===== src/rtl/cpy_pkt_pkg.sv =====
package cpy_pkt_pkg;
  localparam int WORD_W         = 32;
  localparam int PKT_LEN        = 10;
  localparam int POL_W          = 4;
  localparam int SRC_POL_LSB    = 28;
  localparam int DST_POL_LSB    = 3;
  localparam int HDR_PAGE_BIT   = 19;
  localparam int HDR_MATRIX_BIT = 17;
  localparam logic [WORD_W-1:0] HDR_BASE = 32'h5680_0008;

  typedef enum logic [1:0] {MODE_PAGE, MODE_MATRIX, MODE_LINEAR} cpy_mode_e;
  typedef enum logic [1:0] {ST_IDLE, ST_DIV, ST_EMIT} cpy_state_e;
endpackage


===== src/rtl/cpy_div.sv =====
module cpy_div #(
  parameter int W = 32
) (
  input  logic         clk,
  input  logic         rst,
  input  logic         start,
  input  logic [W-1:0] dividend,
  input  logic [W-1:0] divisor,
  output logic         done,
  output logic [W-1:0] quot,
  output logic [W-1:0] rem
);
  localparam int CW = $clog2(W + 1);
  localparam logic [CW-1:0] STEPS = CW'(W);
  localparam logic [CW-1:0] ONE_C = CW'(1);

  logic [CW-1:0] cnt;
  logic          busy;
  logic [W-1:0]  dvs;
  logic [W:0]    shifted;
  logic [W:0]    trial;

  assign shifted = {rem, quot[W-1]};
  assign trial   = shifted - {1'b0, dvs};

  always_ff @(posedge clk) begin
    if (rst) begin
      busy <= 1'b0;
      done <= 1'b0;
      cnt  <= '0;
    end else begin
      done <= 1'b0;
      if (start) begin
        busy <= 1'b1;
        cnt  <= STEPS;
      end else if (busy) begin
        cnt <= cnt - ONE_C;
        if (cnt == ONE_C) begin
          busy <= 1'b0;
          done <= 1'b1;
        end
      end
    end
  end

  always_ff @(posedge clk) begin
    if (start) begin
      quot <= dividend;
      rem  <= '0;
      dvs  <= divisor;
    end else if (busy) begin
      if (!trial[W]) begin
        rem  <= trial[W-1:0];
        quot <= {quot[W-2:0], 1'b1};
      end else begin
        rem  <= shifted[W-1:0];
        quot <= {quot[W-2:0], 1'b0};
      end
    end
  end

  a_r8_rem_range: assert property (@(posedge clk) disable iff (rst)
    (done && dvs != '0) |-> (rem < dvs));
endmodule


===== src/rtl/cpy_mode_sel.sv =====
module cpy_mode_sel
  import cpy_pkt_pkg::*;
#(
  parameter int SIZE_W     = 32,
  parameter int FIELD_W    = 16,
  parameter int PAGE_SHIFT = 8
) (
  input  logic [SIZE_W-1:0] size,
  input  logic [SIZE_W-1:0] pitch,
  input  logic [SIZE_W-1:0] quot,
  input  logic [SIZE_W-1:0] rem,
  input  logic [WORD_W-1:0] src_lo,
  input  logic [WORD_W-1:0] dst_lo,
  output cpy_mode_e         mode,
  output logic [SIZE_W-1:0] width,
  output logic              bad
);
  localparam logic [SIZE_W-1:0] ONE_S = SIZE_W'(1);

  logic page_ok;
  logic fit_pitch, fit_quot, fit_width;

  assign page_ok = (size[PAGE_SHIFT-1:0] == '0) &&
                   (src_lo[PAGE_SHIFT-1:0] == '0) &&
                   (dst_lo[PAGE_SHIFT-1:0] == '0);

  always_comb begin
    if (page_ok) begin
      mode  = MODE_PAGE;
      width = size >> PAGE_SHIFT;
    end else if (pitch > ONE_S) begin
      mode  = MODE_MATRIX;
      width = pitch;
    end else begin
      mode  = MODE_LINEAR;
      width = size;
    end
  end

  assign fit_pitch = (pitch[SIZE_W-1:FIELD_W] == '0);
  assign fit_quot  = (quot[SIZE_W-1:FIELD_W] == '0);
  assign fit_width = (width[SIZE_W-1:FIELD_W] == '0);

  assign bad = (size == '0) || (pitch == '0) || (rem != '0) ||
               !fit_pitch || !fit_quot || !fit_width;
endmodule


===== src/rtl/cpy_word_ser.sv =====
module cpy_word_ser #(
  parameter int N = 10,
  parameter int W = 32
) (
  input  logic                clk,
  input  logic                rst,
  input  logic                load,
  input  logic [N-1:0][W-1:0] load_words,
  output logic                out_valid,
  input  logic                out_ready,
  output logic [W-1:0]        out_data,
  output logic                out_last
);
  localparam int CW = $clog2(N + 1);
  localparam logic [CW-1:0] FULL  = CW'(N);
  localparam logic [CW-1:0] ONE_C = CW'(1);

  logic [N-1:0][W-1:0] slots;
  logic [CW-1:0]       left;
  logic                adv;

  assign adv = out_valid && out_ready;

  always_ff @(posedge clk) begin
    if (rst)       left <= '0;
    else if (load) left <= FULL;
    else if (adv)  left <= left - ONE_C;
  end

  for (genvar i = 0; i < N; i++) begin : g_slot
    if (i == N - 1) begin : g_tail
      always_ff @(posedge clk) begin
        if (load) slots[i] <= load_words[i];
      end
    end else begin : g_body
      always_ff @(posedge clk) begin
        if (load)     slots[i] <= load_words[i];
        else if (adv) slots[i] <= slots[i+1];
      end
    end
  end

  assign out_valid = (left != '0);
  assign out_last  = (left == ONE_C);
  assign out_data  = slots[0];

  a_r9_hold: assert property (@(posedge clk) disable iff (rst)
    (out_valid && !out_ready) |=> (out_valid && $stable(out_data)));
  a_r10_no_reload: assert property (@(posedge clk) disable iff (rst)
    load |-> !out_valid);
endmodule


===== src/rtl/cpy_pkt_gen.sv =====
module cpy_pkt_gen
  import cpy_pkt_pkg::*;
#(
  parameter int SIZE_W     = 32,
  parameter int FIELD_W    = 16,
  parameter int PAGE_SHIFT = 8
) (
  input  logic                clk,
  input  logic                rst,
  input  logic                req_valid,
  output logic                req_ready,
  input  logic [63:0]         req_src_addr,
  input  logic [63:0]         req_dst_addr,
  input  logic [SIZE_W-1:0]   req_size,
  input  logic [SIZE_W-1:0]   req_pitch,
  input  logic [3:0]          req_src_pol,
  input  logic [3:0]          req_dst_pol,
  output logic                req_err,
  output logic                pkt_valid,
  input  logic                pkt_ready,
  output logic [31:0]         pkt_data,
  output logic                pkt_last
);
  localparam int PAD_W = WORD_W - FIELD_W;
  localparam logic [FIELD_W-1:0] ONE_F = FIELD_W'(1);

  cpy_state_e state;
  logic [63:0]       c_src, c_dst;
  logic [SIZE_W-1:0] c_size, c_pitch;
  logic [3:0]        c_spol, c_dpol;

  logic              accept;
  logic              div_done;
  logic [SIZE_W-1:0] div_quot, div_rem;
  cpy_mode_e         mode;
  logic [SIZE_W-1:0] width;
  logic              bad;
  logic              ser_load;
  logic [PKT_LEN-1:0][WORD_W-1:0] words;
  logic [WORD_W-1:0] hdr, pol;

  assign req_ready = (state == ST_IDLE);
  assign accept    = req_valid && req_ready;

  always_ff @(posedge clk) begin
    if (accept) begin
      c_src   <= req_src_addr;
      c_dst   <= req_dst_addr;
      c_size  <= req_size;
      c_pitch <= req_pitch;
      c_spol  <= req_src_pol;
      c_dpol  <= req_dst_pol;
    end
  end

  cpy_div #(.W(SIZE_W)) u_div (
    .clk      (clk),
    .rst      (rst),
    .start    (accept),
    .dividend (req_size),
    .divisor  (req_pitch),
    .done     (div_done),
    .quot     (div_quot),
    .rem      (div_rem)
  );

  cpy_mode_sel #(.SIZE_W(SIZE_W), .FIELD_W(FIELD_W), .PAGE_SHIFT(PAGE_SHIFT)) u_sel (
    .size   (c_size),
    .pitch  (c_pitch),
    .quot   (div_quot),
    .rem    (div_rem),
    .src_lo (c_src[WORD_W-1:0]),
    .dst_lo (c_dst[WORD_W-1:0]),
    .mode   (mode),
    .width  (width),
    .bad    (bad)
  );

  always_comb begin
    hdr = HDR_BASE;
    hdr[HDR_PAGE_BIT]   = (mode == MODE_PAGE);
    hdr[HDR_MATRIX_BIT] = (mode == MODE_MATRIX);
    pol = '0;
    pol[SRC_POL_LSB +: POL_W] = c_spol;
    pol[DST_POL_LSB +: POL_W] = c_dpol;
    words[0] = hdr;
    words[1] = {{PAD_W{1'b0}}, width[FIELD_W-1:0] - ONE_F};
    words[2] = {{PAD_W{1'b0}}, div_quot[FIELD_W-1:0] - ONE_F};
    words[3] = {{PAD_W{1'b0}}, c_pitch[FIELD_W-1:0] - ONE_F};
    words[4] = {{PAD_W{1'b0}}, c_pitch[FIELD_W-1:0] - ONE_F};
    words[5] = c_src[WORD_W-1:0];
    words[6] = c_src[2*WORD_W-1:WORD_W];
    words[7] = c_dst[WORD_W-1:0];
    words[8] = c_dst[2*WORD_W-1:WORD_W];
    words[9] = pol;
  end

  assign ser_load = (state == ST_DIV) && div_done && !bad;

  always_ff @(posedge clk) begin
    if (rst) begin
      state   <= ST_IDLE;
      req_err <= 1'b0;
    end else begin
      req_err <= 1'b0;
      case (state)
        ST_IDLE: if (req_valid) state <= ST_DIV;
        ST_DIV: if (div_done) begin
          if (bad) begin
            req_err <= 1'b1;
            state   <= ST_IDLE;
          end else begin
            state <= ST_EMIT;
          end
        end
        ST_EMIT: if (pkt_valid && pkt_ready && pkt_last) state <= ST_IDLE;
        default: state <= ST_IDLE;
      endcase
    end
  end

  cpy_word_ser #(.N(PKT_LEN), .W(WORD_W)) u_ser (
    .clk        (clk),
    .rst        (rst),
    .load       (ser_load),
    .load_words (words),
    .out_valid  (pkt_valid),
    .out_ready  (pkt_ready),
    .out_data   (pkt_data),
    .out_last   (pkt_last)
  );

  a_r10_busy_blocks: assert property (@(posedge clk) disable iff (rst)
    pkt_valid |-> !req_ready);
  a_r8_err_no_packet: assert property (@(posedge clk) disable iff (rst)
    req_err |-> (!pkt_valid && req_ready));
  a_r8_err_single: assert property (@(posedge clk) disable iff (rst)
    req_err |=> !req_err);
  a_r6_div_exact: assert property (@(posedge clk) disable iff (rst)
    (div_done && c_pitch != '0) |->
      ((2*SIZE_W)'(div_quot) * (2*SIZE_W)'(c_pitch) + (2*SIZE_W)'(div_rem)
        == (2*SIZE_W)'(c_size)));
  a_r2_header_form: assert property (@(posedge clk) disable iff (rst)
    $rose(pkt_valid) |-> (pkt_data[31:29] == 3'b010 &&
                          !(pkt_data[HDR_PAGE_BIT] && pkt_data[HDR_MATRIX_BIT])));
  a_r1_last_valid: assert property (@(posedge clk) disable iff (rst)
    pkt_last |-> pkt_valid);
endmodule


===== config.mk =====
export PLATFORM = sky130hd
export DESIGN_NAME = cpy_pkt_gen
export DESIGN_NICKNAME = d
export VERILOG_FILES = /design/src/rtl/cpy_pkt_pkg.sv /design/src/rtl/cpy_div.sv /design/src/rtl/cpy_mode_sel.sv /design/src/rtl/cpy_word_ser.sv /design/src/rtl/cpy_pkt_gen.sv
export SDC_FILE = /design/constraint.sdc
export NUM_CORES = 1
export LEC_CHECK = 0
export ABC_AREA = 1
export BUFFER_PORTS_ARGS = -buffer_cell sky130_fd_sc_hd__clkbuf_2
export CAP_MARGIN = 10
export CORE_MARGIN = 3
export CORE_UTILIZATION = 46
export CTS_CLUSTER_DIAMETER = 120
export DETAILED_ROUTE_END_ITERATION = 16
export PLACE_DENSITY = 0.61
export SLEW_MARGIN = 40
export SYNTH_ARGS = -nofsm -noshare
export SYNTH_HDL_FRONTEND = slang
export SYNTH_SLANG_ARGS = --single-unit

===== constraint.sdc =====
create_clock -name clk -period 9.62 [get_ports clk]
set_clock_uncertainty 0.15 [all_clocks]
set_input_delay 1.924 -clock clk [delete_from_list [all_inputs] [get_ports clk]]
set_output_delay 1.924 -clock clk [all_outputs]
set_load 0.01 [all_outputs]

==> results of run 1 <==
==> path summary, 6_finish.rpt <==
| check | startpoint | endpoint | slack, ns | cells after the start |
|---|---|---|---|---|
| setup / recovery | c_dst[6] | u_ser.slots[281] | 5.32 | 13 |
| hold / removal | c_spol[1] | u_ser.slots[317] | 0.27 | 0 |
| setup reg to reg | c_dst[6] | u_ser.slots[281] | 5.32 | 13 |
| hold reg to reg | c_spol[1] | u_ser.slots[317] | 0.27 | 0 |
==> cells by family (layout without fill, tap and decap cells) <==
kind of cell	count (synthesis)	in the layout
other cells	0	1
compound gates	214	214
xor+xnor	53	53
buf+inv	434	672
simple gates	1386	1386
flops	575	575
fa+ha+maj	42	42
==> power by group <==
| group | switching, W | internal [W] |
|---|---|---|
| registers | 0.000221 | 0.00338 |
| clock network | 0.000963 | 0.00131 |
| logic | 0.000849 | 0.000440 |
| total | 0.00203 | 0.00514 |
==> registers in the layout, summed over array words and instances, names as in the netlist <==
name,flops
c_dst,64
req_err,1
c_spol,4
u_div.dvs,32
u_ser.out_data,32
c_src,64
u_div.cnt,6
u_div.busy,1
c_dpol,4
u_div.quot,32
u_ser.left,4
u_div.done,1
state,2
u_div.rem,32
c_size,32
u_ser.slots,264
==> Yosys cell counts (2+ instances only) <==
master       n
o211ai_1     3
buf_2       15
o21ai_1      7
o21ai_0    122
buf_6       23
ha_1        41
a21o_1       2
nand3_1    113
xor2_1      30
nor4_1      12
dfxtp_1    141
inv_2        4
nand3b_1     5
a31oi_1      2
nand3_2     10
nor3_1      23
nand2_4      2
nand2_1   1017
a21boi_0     2
xnor2_1     23
inv_1      303
or2_2       12
buf_4       41
a211oi_1     2
o21a_1       9
nor2_4       4
o221ai_1     2
edfxtp_1   434
a21oi_1     55
clkbuf_1    44
nand2_2      4
buf_1        2
nand4_1     14
nor2_2      13
nor2_1     154
o21bai_1     3
==> stage by stage <==
stage          cells   util  power, W  worst slack, ns
2_1_floorplan   2704      -   0.00467             1.01
3_3_place_gp    3567  0.497   0.00490             4.84
3_5_place_dp    3568  0.498   0.00496             4.90
4_1_cts         3680  0.534   0.00726             4.89
5_1_grt         3681  0.535   0.00762             5.02
6_report        3682  0.535   0.00717             5.32
==> cells in the final DEF, fill, tap and decap left out, types with 5 or more instances in the layout <==
cell,netlist,layout
clkinv_1,1,8
clkbuf_1,44,12
a21oi_1,55,55
o21ai_0,122,122
nor2_1,154,154
nor2_2,13,13
bufinv_16,0,5
nand3_2,10,9
inv_1,303,302
o21a_1,9,9
nand3b_1,5,5
clkbuf_16,0,60
nand3_1,113,113
xnor2_1,23,23
or2_2,12,12
clkinv_2,0,12
buf_4,41,7
nand2_1,1017,1014
nor3_1,23,23
edfxtp_1,434,434
xor2_1,30,30
nand4_1,14,14
nand2_2,4,5
dfxtp_1,141,141
clkbuf_2,0,239
nor4_1,12,12
ha_1,41,41
o21ai_1,7,7
==> area by class of cell <==
cell class | instances | share of cell area
Inverter | 308 | 0.0402
Multi-Input combinational cell | 1695 | 0.269
Clock inverter | 37 | 0.0131
Timing Repair Buffer | 252 | 0.0466
Tap cell | 739 | 0.0317
Clock buffer | 75 | 0.0545
Sequential cell | 575 | 0.544
Antenna cell | 1 | 0.0000859
==> worst max-delay path, stage by stage, from the launching register on <==
cell and delay, ns:
edfxtp_1 0.38, nor2_1 0.13, nand2_1 0.06, nor2_1 0.26
nand3_2 0.59, nand2_4 0.31, inv_2 0.06, nand2_1 0.07
inv_2 0.05, nor2_4 0.13, nand4_4 0.37, nand2_4 0.38
buf_12 0.39, buf_16 0.39
==> layer usage <==
layer	global-route usage	up-vias	part of all wire
met4	0.0483	6	0.021
li1	-	9081	-
met1	0.281	8137	0.47
met5	0	-	0.00075
met3	0.0369	94	0.063
met2	0.307	468	0.45
==> impl_metrics.json, run 1 <==
{
  "drive_gt1_frac": 0.137,
  "holdBufCountCts": 0,
  "vias": 17800,
  "hold_class": "reg2reg",
  "synth_top_area_frac": 0.508,
  "fp.dieW_um": 242,
  "setup_viol": 0,
  "cts_tree": "yes",
  "ff_latch_area_sq_um": 15900,
  "routed_wl_mm": 57.6,
  "rsz0062_at_grt": "no",
  "muxShareOfSynthArea": 0,
  "cts_buffers": 60,
  "synthAdderAreaFrac": 0.0208,
  "clock.fmax_ghz": 0.233,
  "synthesis.nets": 2950,
  "arrival_ns": 4.40,
  "synth_area_sq_um": 25700,
  "area_growth_pct": 13.5,
  "yosys.area_share.simple": 0.221,
  "overflow": 0,
  "die-area_sq_um": 58600,
  "dp_hpwl_mm": 40.2,
  "cp_max_fo": 96,
  "period_share": 0.447,
  "drv_slew": 0,
  "clock-root-buffer": "clkbuf_16",
  "worstMarginPinSlew_ns": 0.833,
  "synth_top_flop_cell": "edfxtp_1",
  "clkTransAtPathRegs_ns": 0.06,
  "worstSkewPairLatency_ns": 0.62,
  "grt_pass1_wl_mm": 91.8,
  "relSlewSlack": 0.443,
  "synth_warnings": 0,
  "cp-start-kind": "flip-flop",
  "worst_ep_required_time_ns": 9.72,
  "maxCapViolations": 0,
  "placed_area_sq_um": 27100,
  "status": "finished, final reports clean",
  "synthArstFlopShare": 0,
  "yosysTopAreaCell": "edfxtp_1",
  "seq_area_frac_synth": 0.618,
  "ys_seq_elements": 575,
  "globalplace.congestion": 0.885,
  "grt_use_total": 0.196,
  "io_buffer_count": 239,
  "antenna_found_initial": 5,
  "fill_cells": 4981,
  "timing.setup.tns_ns": 0,
  "cp-end-kind": "flip-flop",
  "finalHoldViolCount": 0,
  "path_class": "reg2reg",
  "synth.avg_cell_area_sq_um": 9.49,
  "die_h_um": 242,
  "start_util": 0.471,
  "ant_nets": 0,
  "nets": 3138,
  "cts_resized": 0,
  "post_drt_via_cell_ratio": 4.83,
  "routedWlPerCell_um": 15.6,
  "coreArea_sq_um": 54500,
  "irDropWorstVdd_mv": 0.252,
  "finalInstanceArea_sq_um": 29100,
  "rows": 85,
  "drtIter0Drc": 1435,
  "ys_top_cells_by_area": "edfxtp_1 51%, nand2_1 15%, dfxtp_1 11%",
  "synth-compound-area-share": 0.0450,
  "p_per_area_nw_per_um2": 246,
  "io_pins": 240,
  "drc_errors": 0,
  "synthXorXnorAreaFrac": 0.0181,
  "syn_inst": 2704,
  "htreeDepth": 2,
  "power.leakage_nw": 13.1,
  "firstDrtPassIters": 5,
  "multi_input_area_sq_um": 7850,
  "period_minus_slack_ns": 4.30,
  "synth_top_family_by_area": "simple AND/OR/NAND/NOR gates",
  "ys_types": 47,
  "synth_edf_count": 434,
  "cts_setup_buffers": 0,
  "first_global_vias": 17000,
  "grt_max_degree": 147,
  "clock_path_buffers": 3,
  "hold_slack_ns": 0.267,
  "cts.sinks": 575
}
Power figures use the tool's default switching activity.
==> inputs of run 2 (changes only) <==
ABC_AREA = 0   (was 1)
PLACE_DENSITY = 0.64   (was 0.61)
clock period = 3.5 ns   (was 9.62 ns; I/O delays follow)
==> impl_metrics.json, run 2 <==
{
  "power.leakage_nw": 11.5,
  "firstDrtPassIters": 6,
  "routed_wl_mm": 56.4,
  "worstMarginPinSlew_ns": 0.681,
  "synthesis.nets": 2477,
  "htreeDepth": 2,
  "cp-end-kind": "flip-flop",
  "post-synth-top-count-cell": "nand2_1",
  "overflow": 0,
  "grt_pass1_wl_mm": 88.7,
  "antenna_found_initial": 2,
  "synth_top_flop_cell": "edfxtp_1",
  "finalHoldViolCount": 0,
  "rsz0062_at_grt": "yes",
  "first_global_vias": 16300,
  "die_h_um": 235,
  "yosysTopAreaCell": "edfxtp_1",
  "drtIter0Drc": 1186,
  "vias": 16500,
  "post_drt_via_cell_ratio": 5.15,
  "synth_area_sq_um": 24200,
  "start_util": 0.468,
  "ys_seq_elements": 575,
  "dp_hpwl_mm": 39.1,
  "finalInstanceArea_sq_um": 28600,
  "grt_max_degree": 159,
  "synth_top_area_frac": 0.538,
  "grt_use_total": 0.198,
  "synth_edf_count": 434,
  "seq_area_frac_synth": 0.655,
  "maxCapViolations": 0,
  "area_growth_pct": 18.0,
  "drv_slew": 0,
  "cts_buffers": 61,
  "placed_area_sq_um": 26300,
  "clock-root-buffer": "clkbuf_16",
  "period_minus_slack_ns": 3.46,
  "globalplace.congestion": 0.893,
  "layout_commonest_cell": "nand2_1",
  "ys_types": 71,
  "synthTopCellsByCount": "681 x nand2_1, 434 x edfxtp_1, 170 x a21oi_1",
  "ys_top_cells_by_area": "edfxtp_1 54%, dfxtp_1 12%, nand2_1 11%",
  "ff_latch_area_sq_um": 15900,
  "coreArea_sq_um": 51700,
  "fp.dieW_um": 235,
  "setup_viol": 0,
  "period_share": 0.988,
  "synth.avg_cell_area_sq_um": 10.8,
  "fill_cells": 4469,
  "clock_path_buffers": 3,
  "drive_gt1_frac": 0.178,
  "largestRegisters": "u_ser.slots x264, c_dst x64, c_src x64",
  "die-area_sq_um": 55400,
  "cp-start-kind": "flip-flop",
  "synthArstFlopShare": 0,
  "holdBufCountCts": 0,
  "rows": 83,
  "worstSkewPairLatency_ns": 0.62,
  "multi_input_area_sq_um": 7630,
  "clkTransAtPathRegs_ns": 0.06,
  "p_per_area_nw_per_um2": 731,
  "irDropWorstVdd_mv": 0.442,
  "relSlewSlack": 0.545,
  "status": "finished, final reports clean",
  "ant_nets": 0,
  "worst_ep_required_time_ns": 3.72,
  "path_class": "reg2reg",
  "final_cell_mix": "678 x nand2_1, 434 x edfxtp_1, 240 x clkbuf_2",
  "cts_tree": "yes",
  "cp_max_fo": 8,
  "synth_warnings": 0,
  "power.total_w": 0.0209,
  "drc_errors": 0,
  "syn_inst": 2231,
  "arrival_ns": 3.67,
  "io_pins": 240,
  "largest_register": "u_ser.slots",
  "hold_class": "in2reg",
  "nets": 2713,
  "io_buffer_count": 239,
  "routedWlPerCell_um": 17.6,
  "clock.fmax_ghz": 0.289,
  "largest_register_ffs": 264,
  "cts.sinks": 575
}
## run 2: changes by cell type after synthesis, sizes merged, moves of 52 or more
cell and delta:
a21oi +117, clkbuf +52, inv -256, nand2 -342, nand3 -104
## run 2: worst paths after layout
check,end,start,slack [ns],depth (start not counted)
setup reg to reg,u_ser.slots[42],u_div.dvs[17],0.04,10
setup / recovery,u_ser.slots[42],u_div.dvs[17],0.04,10
hold / removal,c_src[16],req_src_addr[16],0.11,1
hold reg to reg,u_ser.slots[318],c_spol[2],0.27,0
## run 2: where the power goes
| part | switching (W) | internal (W) |
|---|---|---|
| Clock | 0.00270 | 0.00392 |
| Sequential | 0.000660 | 0.00930 |
| Combinational | 0.00269 | 0.00162 |
## run 2: final cells by class
class,count,share of cell area
antenna,1,0.0000876
clock buffer,80,0.0629
clock inverter,35,0.0110
inverter,52,0.00718
multi-input combinational,1469,0.267
sequential,575,0.555
tap,680,0.0298
timing repair buffer,308,0.0670
## run 2: timing repair
item,CTS,global route
endpoints found under the setup margin,3,38
setup buffers,0,3
gates resized for setup,7,13
pin swaps,4,13
cloned,0,0
## run 2: cells by family (layout without fill, tap and decap cells)
family,Yosys count,after routing,synth area share
other,0,1,0
AOI/OAI and AO/OA,341,341,0.0804
and+or+nand+nor,1002,1002,0.175
adders and majority gates,42,42,0.0220
xor gates and xnor gates,66,66,0.0239
DFF,575,575,0.655
muxes,18,18,0.00750
buffers and inverters,187,475,0.0357
## run 2: critical path, cell delays in order, from the launching register on
cell and delay, ns:
edfxtp_1 0.42, nor4_2 0.30, nand4_1 0.23, buf_4 0.22
and4bb_4 0.42, nor3_1 0.07, a221o_1 0.33, or4_4 0.60
nor4_4 0.24, xnor2_1 0.16, a21oi_2 0.07
## run 2: per-layer routing
layer	share of wire	up-vias	track usage
li1	-	8208	-
met1	0.45	7821	0.276
met2	0.48	374	0.327
met3	0.045	90	0.0288
met4	0.024	0	0.0570
met5	0	-	0
## run 2: per-stage QoR
step           hold slack [ns]  TNS [ns]   util  setup slack [ns]  std cells
3_5_place_dp             0.256    -0.199  0.508           -0.0796       3080
3_3_place_gp             0.253   -0.0684  0.508           -0.0302       3080
2_1_floorplan            0.250         0      -            0.0636       2231
4_1_cts                 0.0638         0  0.550           0.00407       3195
5_1_grt                 0.0727    -0.324  0.552           -0.0941       3200
6_report                 0.106         0  0.552            0.0410       3200
==> inputs of run 3 (changes only) <==
PLACE_DENSITY = 0.67   (was 0.64)
==> impl_metrics.json, run 3 (synthesis results as in run 2) <==
{
  "status": "finished, final reports clean",
  "worstMarginPinSlew_ns": 0.735,
  "grt_pass1_wl_mm": 87.5,
  "clkTransAtPathRegs_ns": 0.06,
  "path_cells": "buf_4 -> ha_1 -> nor2_2 -> and4bb_2 -> buf_4 -> buf_4 -> a221o_1 -> or4_4 -> nor4_2 -> xnor2_1 -> a21oi_2",
  "cp_top_family": "simple AND/OR/NAND/NOR gates",
  "start_util": 0.468,
  "htreeDepth": 2,
  "path_class": "reg2reg",
  "cts_tree": "yes",
  "io_buffer_count": 239,
  "grt_use_total": 0.197,
  "routedWlPerCell_um": 17.6,
  "routed_wl_mm": 56.7,
  "die-area_sq_um": 55400,
  "worstSkewPairLatency_ns": 0.63,
  "globalplace.congestion": 0.903,
  "arrival_ns": 3.68,
  "cp-start-kind": "flip-flop",
  "hold_class": "in2reg",
  "dp_hpwl_mm": 39.3,
  "largest_register_ffs": 264,
  "crit_slowest_cell": "or4_4",
  "nets": 2735,
  "drv_slew": 0,
  "ant_nets": 0,
  "largest_register": "u_ser.slots",
  "relSlewSlack": 0.510,
  "cp.depth": 11,
  "hold_depth": 1,
  "final_cell_mix": "679 x nand2_1, 434 x edfxtp_1, 240 x clkbuf_2",
  "rows": 83,
  "final_cells": 3218,
  "clock_path_buffers": 3,
  "p_per_area_nw_per_um2": 721,
  "post_drt_via_cell_ratio": 5.17,
  "period_minus_slack_ns": 3.47,
  "drc_errors": 0,
  "place_inst": 3088,
  "crit_buf_inv": 3,
  "power.leakage_nw": 11.5,
  "cts_buffers": 59,
  "rsz0062_at_grt": "yes",
  "cpMostUsedCell": "buf_4",
  "maxCapViolations": 0,
  "r2r_cells": 11,
  "setup_viol": 0,
  "die_h_um": 235,
  "drive_gt1_frac": 0.183,
  "drtIter0Drc": 1377,
  "cts.sinks": 575,
  "io_pins": 240,
  "first_global_vias": 16100,
  "worst_ep_required_time_ns": 3.71,
  "timing.setup.tns_ns": 0,
  "finalHoldViolCount": 0,
  "firstDrtPassIters": 5,
  "holdBufCountCts": 0,
  "critical-path-max-stage-delay_ns": 0.59,
  "largestRegisters": "u_ser.slots x264, c_dst x64, c_src x64",
  "area_growth_pct": 18.3,
  "overflow": 0,
  "irDropWorstVdd_mv": 0.410,
  "clock.fmax_ghz": 0.288,
  "cp_max_fo": 5,
  "vias": 16600,
  "fp.dieW_um": 235,
  "coreArea_sq_um": 51700,
  "clock-root-buffer": "clkbuf_16",
  "grt_max_degree": 120,
  "layout_commonest_cell": "nand2_1",
  "period_share": 0.990,
  "antenna_found_initial": 2,
  "cp-end-kind": "flip-flop"
}
==> run 3: cell type report <==
cell class                 count  area [sq um]
timing repair buffer         331          2130
antenna                        1          2.50
tap                          680           851
clock buffer                  83          1640
clock inverter                26           280
fill                        4499         23100
inverter                      52           208
multi-input combinational   1470          7660
sequential                   575         15900
==> run 3: path summary, 6_finish.rpt <==
kind                 start  slack, ns               end
max           u_div.dvs[0]       0.03   u_ser.slots[42]
min          req_pitch[24]        0.1     u_div.dvs[24]
max reg2reg   u_div.dvs[0]       0.03   u_ser.slots[42]
min reg2reg      c_dpol[2]       0.27  u_ser.slots[293]
==> run 3: repair_timing <==
action	CTS	global route
pin swaps	2	13
buffers inserted	2	13
setup endpoints to repair	4	55
gates resized for setup	5	23
cloned	1	4
==> run 3: metal layers <==
| metal | vias to the layer above | global-route usage | routed length (um) |
|---|---|---|---|
| li1 | 8234 | - | - |
| met1 | 7837 | 0.271 | 24900 |
| met2 | 480 | 0.318 | 26900 |
| met3 | 91 | 0.0334 | 3320 |
| met4 | 2 | 0.0680 | 1610 |
| met5 | - | 0 | 20 |
==> run 3: stage by stage <==
| step | utilization | hold slack (ns) | worst slack (ns) | total power, W | cell area [sq um] |
|---|---|---|---|---|---|
| 5_1_grt | 0.554 | 0.0686 | -0.109 | 0.0218 | 28600 |
| 6_report | 0.554 | 0.0968 | 0.0338 | 0.0206 | 28600 |
| 2_1_floorplan | - | 0.250 | 0.0636 | 0.0131 | 24200 |
| 3_3_place_gp | 0.510 | 0.252 | -0.0425 | 0.0143 | 26400 |
| 3_5_place_dp | 0.510 | 0.257 | -0.111 | 0.0145 | 26400 |
| 4_1_cts | 0.548 | 0.0571 | 0.0163 | 0.0207 | 28300 |
==> run 3: worst register-to-register path, stage by stage (launching register included) <==
cell	delay, ns
edfxtp_1	0.44
buf_4	0.18
ha_1	0.20
nor2_2	0.16
and4bb_2	0.30
buf_4	0.15
buf_4	0.14
a221o_1	0.35
or4_4	0.59
nor4_2	0.32
xnor2_1	0.17
a21oi_2	0.07
==> run 3: where the power goes <==
part | switching [W] | total (W) | internal, W
Combinational | 0.00277 | 0.00452 | 0.00175
Sequential | 0.000655 | 0.00995 | 0.00930
Clock | 0.00261 | 0.00618 | 0.00357
